`config.mk`:
```
export PLATFORM = sky130hd
export DESIGN_NAME = busctl_top
export DESIGN_NICKNAME = d
export VERILOG_FILES = /design/src/rtl/busctl_pkg.sv /design/src/rtl/busctl_fsm.sv /design/src/rtl/busctl_outputs.sv /design/src/rtl/busctl_top.sv
export SDC_FILE = /design/constraint.sdc
export NUM_CORES = 1
export LEC_CHECK = 0
export BUFFER_PORTS_ARGS = -buffer_cell sky130_fd_sc_hd__buf_2
export CORE_MARGIN = 8
export CORE_UTILIZATION = 38
export DETAILED_ROUTE_END_ITERATION = 6
export GPL_TIMING_DRIVEN = 0
export PLACE_DENSITY = 0.74
export REMOVE_ABC_BUFFERS = 1
export SYNTH_ARGS = -nofsm -noshare
export SYNTH_HDL_FRONTEND = slang
export SYNTH_HIERARCHICAL = 1
export SYNTH_SLANG_ARGS = --single-unit
```
`constraint.sdc`:
```
create_clock -name clk -period 2.15 [get_ports clk]
set_clock_uncertainty 0.2 [all_clocks]
set_input_delay 0.215 -clock clk [delete_from_list [all_inputs] [get_ports clk]]
set_output_delay 0.215 -clock clk [all_outputs]
set_load 0.1 [all_outputs]
```
`src/rtl/busctl_pkg.sv`:
```
package busctl_pkg;
    typedef enum logic [2:0] {
        ST_IDLE,
        ST_T1,
        ST_T2,
        ST_TW,
        ST_T3,
        ST_HOLD
    } bus_st_e;

    // Request kind uses the same encoding as the status pins.
    localparam logic [1:0] KIND_NONE  = 2'b00;
    localparam logic [1:0] KIND_WRITE = 2'b01;
    localparam logic [1:0] KIND_READ  = 2'b10;
    localparam logic [1:0] KIND_FETCH = 2'b11;
endpackage

```
`src/rtl/busctl_fsm.sv`:
```
module busctl_fsm
    import busctl_pkg::*;
#(
    parameter int AW = 16,
    parameter int DW = 8
) (
    input  logic          clk,
    input  logic          rst_n,
    input  logic          req_valid,
    input  logic [1:0]    req_kind,
    input  logic          req_io,
    input  logic [AW-1:0] req_addr,
    input  logic [DW-1:0] req_wdata,
    input  logic          ready,
    input  logic          hold,
    output logic          req_ready,
    output bus_st_e       st,
    output logic [1:0]    cur_kind,
    output logic          cur_io,
    output logic [AW-1:0] cur_addr,
    output logic [DW-1:0] cur_wdata
);
    bus_st_e st_nx;
    logic    take;

    assign req_ready = (st == ST_IDLE) && !hold;
    assign take      = req_ready && req_valid && (req_kind != KIND_NONE);

    always_comb begin
        st_nx = st;
        unique case (st)
            ST_IDLE: begin
                if (hold)      st_nx = ST_HOLD;
                else if (take) st_nx = ST_T1;
            end
            ST_T1:   st_nx = ST_T2;
            ST_T2:   st_nx = ready ? ST_T3 : ST_TW;
            ST_TW:   st_nx = ready ? ST_T3 : ST_TW;
            ST_T3:   st_nx = ST_IDLE;
            ST_HOLD: st_nx = hold ? ST_HOLD : ST_IDLE;
            default: st_nx = ST_IDLE;
        endcase
    end

    always_ff @(posedge clk) begin
        if (!rst_n) begin
            st        <= ST_IDLE;
            cur_kind  <= KIND_NONE;
            cur_io    <= 1'b0;
            cur_addr  <= '0;
            cur_wdata <= '0;
        end else begin
            st <= st_nx;
            if (take) begin
                cur_kind  <= req_kind;
                cur_io    <= req_io;
                cur_addr  <= req_addr;
                cur_wdata <= req_wdata;
            end
        end
    end
endmodule

```
`src/rtl/busctl_outputs.sv`:
```
module busctl_outputs
    import busctl_pkg::*;
#(
    parameter int AW = 16,
    parameter int DW = 8
) (
    input  logic          clk,
    input  logic          rst_n,
    input  bus_st_e       st,
    input  logic [1:0]    cur_kind,
    input  logic          cur_io,
    input  logic [AW-1:0] cur_addr,
    input  logic [DW-1:0] cur_wdata,
    input  logic [DW-1:0] ad_in,
    output logic [DW-1:0] ad_out,
    output logic          ad_oe,
    output logic [AW-DW-1:0] a_hi,
    output logic          bus_oe,
    output logic          ale,
    output logic          io_m,
    output logic [1:0]    s1s0,
    output logic          rd_n,
    output logic          wr_n,
    output logic          hlda,
    output logic          rd_valid,
    output logic [DW-1:0] rd_data
);
    localparam int HW = AW - DW;

    logic in_cycle, data_ph, is_wr;

    assign in_cycle = (st == ST_T1) || (st == ST_T2) || (st == ST_TW) || (st == ST_T3);
    assign data_ph  = (st == ST_T2) || (st == ST_TW) || (st == ST_T3);
    assign is_wr    = (cur_kind == KIND_WRITE);

    always_comb begin
        ale    = (st == ST_T1);
        hlda   = (st == ST_HOLD);
        bus_oe = (st != ST_HOLD);
        a_hi   = in_cycle ? cur_addr[AW-1:DW] : {HW{1'b0}};
        io_m   = in_cycle && cur_io;
        s1s0   = in_cycle ? cur_kind : KIND_NONE;
        rd_n   = !(data_ph && !is_wr);
        wr_n   = !(data_ph && is_wr);
        ad_oe  = (st == ST_T1) || (data_ph && is_wr);
        if (st == ST_T1)            ad_out = cur_addr[DW-1:0];
        else if (data_ph && is_wr)  ad_out = cur_wdata;
        else                        ad_out = '0;
    end

    always_ff @(posedge clk) begin
        if (!rst_n) begin
            rd_valid <= 1'b0;
            rd_data  <= '0;
        end else begin
            rd_valid <= (st == ST_T3) && !is_wr;
            if ((st == ST_T3) && !is_wr) rd_data <= ad_in;
        end
    end
endmodule

```
`src/rtl/busctl_top.sv`:
```
module busctl_top
    import busctl_pkg::*;
#(
    parameter int AW = 16,
    parameter int DW = 8
) (
    input  logic          clk,
    input  logic          rst_n,
    input  logic          req_valid,
    input  logic [1:0]    req_kind,
    input  logic          req_io,
    input  logic [AW-1:0] req_addr,
    input  logic [DW-1:0] req_wdata,
    output logic          req_ready,
    output logic          rd_valid,
    output logic [DW-1:0] rd_data,
    input  logic          ready,
    input  logic          hold,
    output logic          hlda,
    output logic [DW-1:0] ad_out,
    output logic          ad_oe,
    input  logic [DW-1:0] ad_in,
    output logic [AW-DW-1:0] a_hi,
    output logic          bus_oe,
    output logic          ale,
    output logic          io_m,
    output logic [1:0]    s1s0,
    output logic          rd_n,
    output logic          wr_n
);
    bus_st_e       st;
    logic [1:0]    cur_kind;
    logic          cur_io;
    logic [AW-1:0] cur_addr;
    logic [DW-1:0] cur_wdata;

    busctl_fsm #(.AW(AW), .DW(DW)) u_fsm (
        .clk(clk), .rst_n(rst_n),
        .req_valid(req_valid), .req_kind(req_kind), .req_io(req_io),
        .req_addr(req_addr), .req_wdata(req_wdata),
        .ready(ready), .hold(hold), .req_ready(req_ready),
        .st(st), .cur_kind(cur_kind), .cur_io(cur_io),
        .cur_addr(cur_addr), .cur_wdata(cur_wdata)
    );

    busctl_outputs #(.AW(AW), .DW(DW)) u_out (
        .clk(clk), .rst_n(rst_n), .st(st),
        .cur_kind(cur_kind), .cur_io(cur_io),
        .cur_addr(cur_addr), .cur_wdata(cur_wdata), .ad_in(ad_in),
        .ad_out(ad_out), .ad_oe(ad_oe), .a_hi(a_hi), .bus_oe(bus_oe),
        .ale(ale), .io_m(io_m), .s1s0(s1s0), .rd_n(rd_n), .wr_n(wr_n),
        .hlda(hlda), .rd_valid(rd_valid), .rd_data(rd_data)
    );
endmodule

```
==> results.py <==
metrics = {
    "cells_and_area": {
        "final_cell_mix": "nand2_1, buf_2, dfxtp_1, dlygate4sd3_1, mux2i_1",
        "nets": 358,
        "drive_gt1_share_pct": 35.74,
        "area_delta_synth_final_pct": 67.27,
        "antenna_cells": 0,
        "nFillCells": 383,
        "mostFrequentLayoutCell": "nand2_1",
        "instances_no_fill": 386,
    },
    "global_route": {
        "grt_max_degree": 74,
        "grt_overflow": 0,
        "track_usage_pct": 14.18,
        "antenna_found_initial": 0,
        "grt_pass1_wl_mm": 8.431,
        "grt_pass1_vias": 1799,
    },
    "power_and_ir_drop": {
        "p_leak_nw": 1.346,
        "power_mw": 2.608,
        "powerDensity_nw_per_um2": 835.7,
        "peakVddDrop_mv": 0.4809,
    },
    "run_status": {
        "status": "complete, but fails checks",
        "violations": "setup timing",
    },
    "sta": {
        "setup_ws_ns": -0.01850,
        "setup_viol": 3,
        "rsz0062_at_grt": "yes",
        "tightest_slew_ns": 1.171,
        "max_freq_mhz": 461.1,
        "hold_viol": 0,
        "slew_violations": 0,
        "period_share_pct": 100.9,
        "max_slew_margin_pct": 21.93,
        "hold-worst-slack_ns": 0.01047,
        "final.min_clock_period_ns": 2.168,
    },
    "yosys": {
        "syn_area_per_cell_um2": 9.145,
        "yosysWarnings": 6,
        "ys_types": 32,
        "synth_seq_cells": 39,
        "syn_area_um2": 1866,
        "netlist_instances": 204,
        "synth-seq-area-share_pct": 41.85,
    },
    "routing": {
        "dr.pass1.iters": 4,
        "drc": 0,
        "drt_wl_total_mm": 5.395,
        "wl_per_cell_um": 13.98,
        "ant_nets": 0,
        "dr.first_iter.drc_count": 88,
        "drt-vias-per-instance": 4.630,
        "vias": 1787,
    },
    "cts": {
        "clk_pin_slew_worst_paths_ns": 0.07,
        "root_buffer": "clkbuf_8",
        "cts_tree": "done",
        "cts.sinks": 39,
        "clk_latency_ns": 0.28,
        "htree_levels": 2,
        "cts_buffers": 5,
        "clock_path_buffers": 2,
    },
    "die": {
        "initial_utilization_pct": 39.50,
        "dieHeight_um": 86.07,
        "dieArea_um2": 7407,
        "rows": 25,
        "core_um2": 4723,
        "io_pins": 75,
        "die_w_um": 86.07,
    },
    "setup_path": {
        "worst-path-max-fanout": 10,
        "crit_type": "reg2out",
        "reg2reg_depth": 7,
        "required_ns": 1.74,
        "r2r-end": "u_fsm/cur_wdata[7]",
        "worstSetupStartpointType": "register",
        "reg2reg_from": "u_fsm/st[1]",
        "end_kind": "output port",
        "crit_path_start": "u_fsm/st[1]",
        "worstPathArrival_ns": 1.75,
        "r2r_slack_ns": 0.27,
    },
    "worst_hold_path": {
        "hp-class": "in2reg",
        "hp-start": "req_kind[0]",
        "worstHoldEndpoint": "u_fsm/cur_kind[0]",
        "hold_path_depth": 3,
    },
    "job": {
        "max_cap_violations": 0,
    },
    "placed_design": {
        "globalplace.congestion": 0.7384,
        "portBuffers": 74,
        "dp.cells": 334,
        "hpwlAfterDp_mm": 3.114,
    },
}
-- critical path, cell delays in order (launching register included) --
cell and delay [ns]:
dfxtp_4 0.36, or3b_4 0.41, a21oi_4 0.18, buf_12 0.15, a22o_1 0.17, buf_12 0.18
-- state kept, by name (all words and copies together), names as in the netlist --
name             count
u_out/rd_valid       1
u_out/rd_data        8
u_fsm/cur_addr      16
u_fsm/cur_wdata      8
u_fsm/cur_io         1
u_fsm/st             3
u_fsm/cur_kind       2
-- cell families (layout without fill, tap and decap cells) --
group	count (synthesis)	count (layout)	share of synthesized area (%)
compound gates	18	18	8.049
xor+xnor	1	1	0.4696
buf+inv	15	130	5.634
flops	39	39	41.85
mux	33	33	17.71
simple gates	98	98	26.29
-- final cells by class --
| cell class | instances | area [um^2] | area share (%) |
|---|---|---|---|
| Inverter | 2 | 7.507 | 0.2406 |
| Sequential cell | 39 | 792.0 | 25.38 |
| Clock buffer | 8 | 100.1 | 3.208 |
| Timing Repair Buffer | 120 | 1100 | 35.24 |
| Multi-Input combinational cell | 150 | 1037 | 33.24 |
| Tap cell | 67 | 83.83 | 2.686 |
-- layer usage --
| metal | part of all wire [%] | vias up | GRT usage, % |
|---|---|---|---|
| li1 | - | 904 | - |
| met1 | 40 | 818 | 14.92 |
| met2 | 52 | 55 | 25.26 |
| met3 | 6.7 | 10 | 5.540 |
| met4 | 1.5 | 0 | 4.299 |
| met5 | 0 | - | 0 |
-- where the power goes --
part	internal (mW)	switching (mW)	total, mW
clock network	0.293	0.248	0.541
registers	0.799	0.0544	0.854
logic	0.435	0.779	1.21
-- how the worst max path moves through the flow --
stage,end,slack [ns],cells past startpoint
after global placement,u_fsm/cur_addr[1],-0.71,3
after global routing,ad_out[0],-0.08,5
after detailed placement,ad_out[1],-0.23,4
final,ad_out[2],-0.02,5
after CTS,ad_out[4],-0.02,5
after floorplan,ad_out[0],-1.15,2
-- stage by stage --
step / instance area (um^2) / util [%] / setup TNS [ns] / worst slack, ns
after CTS: 2952 / 62.49 / -0.1064 / -0.02143
after global placement: 2222 / 47.05 / -21.84 / -0.7073
after detailed placement: 2248 / 47.60 / -3.511 / -0.2261
final: 3120 / 66.07 / -0.05109 / -0.01850
after floorplan: 1768 / - / -18.83 / -1.152
after global routing: 3120 / 66.07 / -0.3207 / -0.07609
-- synth_stat cells --
library cell / n / area, um^2
nand2_1: 68 / 255.2
dfxtp_1: 39 / 780.8
mux2i_1: 33 / 330.3
and2_1: 13 / 81.33
a22o_1: 8 / 70.07
clkbuf_1: 8 / 30.03
a21bo_2: 2 / 20.02
a21oi_1: 2 / 10.01
buf_12: 2 / 40.04
buf_6: 2 / 22.52
inv_1: 2 / 7.510
nand2b_1: 2 / 12.51
nand4_1: 2 / 12.51
o21ai_1: 2 / 10.01
o21bai_1: 2 / 15.01
a21oi_4: 1 / 16.27
buf_2: 1 / 5.000
nand3b_1: 1 / 7.510
nand4b_1: 1 / 8.760
nor2_1: 1 / 3.750
nor2_2: 1 / 6.260
nor2b_1: 1 / 6.260
nor2b_4: 1 / 13.76
nor3b_1: 1 / 7.510
nor3b_2: 1 / 12.51
nor4_2: 1 / 12.51
nor4b_1: 1 / 8.760
nor4b_4: 1 / 23.77
o21ai_2: 1 / 8.760
or2_2: 1 / 6.260
or3b_4: 1 / 11.26
xnor2_1: 1 / 8.760
-- timing repair --
item / CTS / global route
pin swaps: 4 / 1
hold endpoints to repair: 33 / 0
buffers inserted: 8 / 3
setup endpoints to repair: 23 / 36
gates resized for setup: 54 / 32
hold buffers: 33 / 0
(Power assumes the default switching activity.)
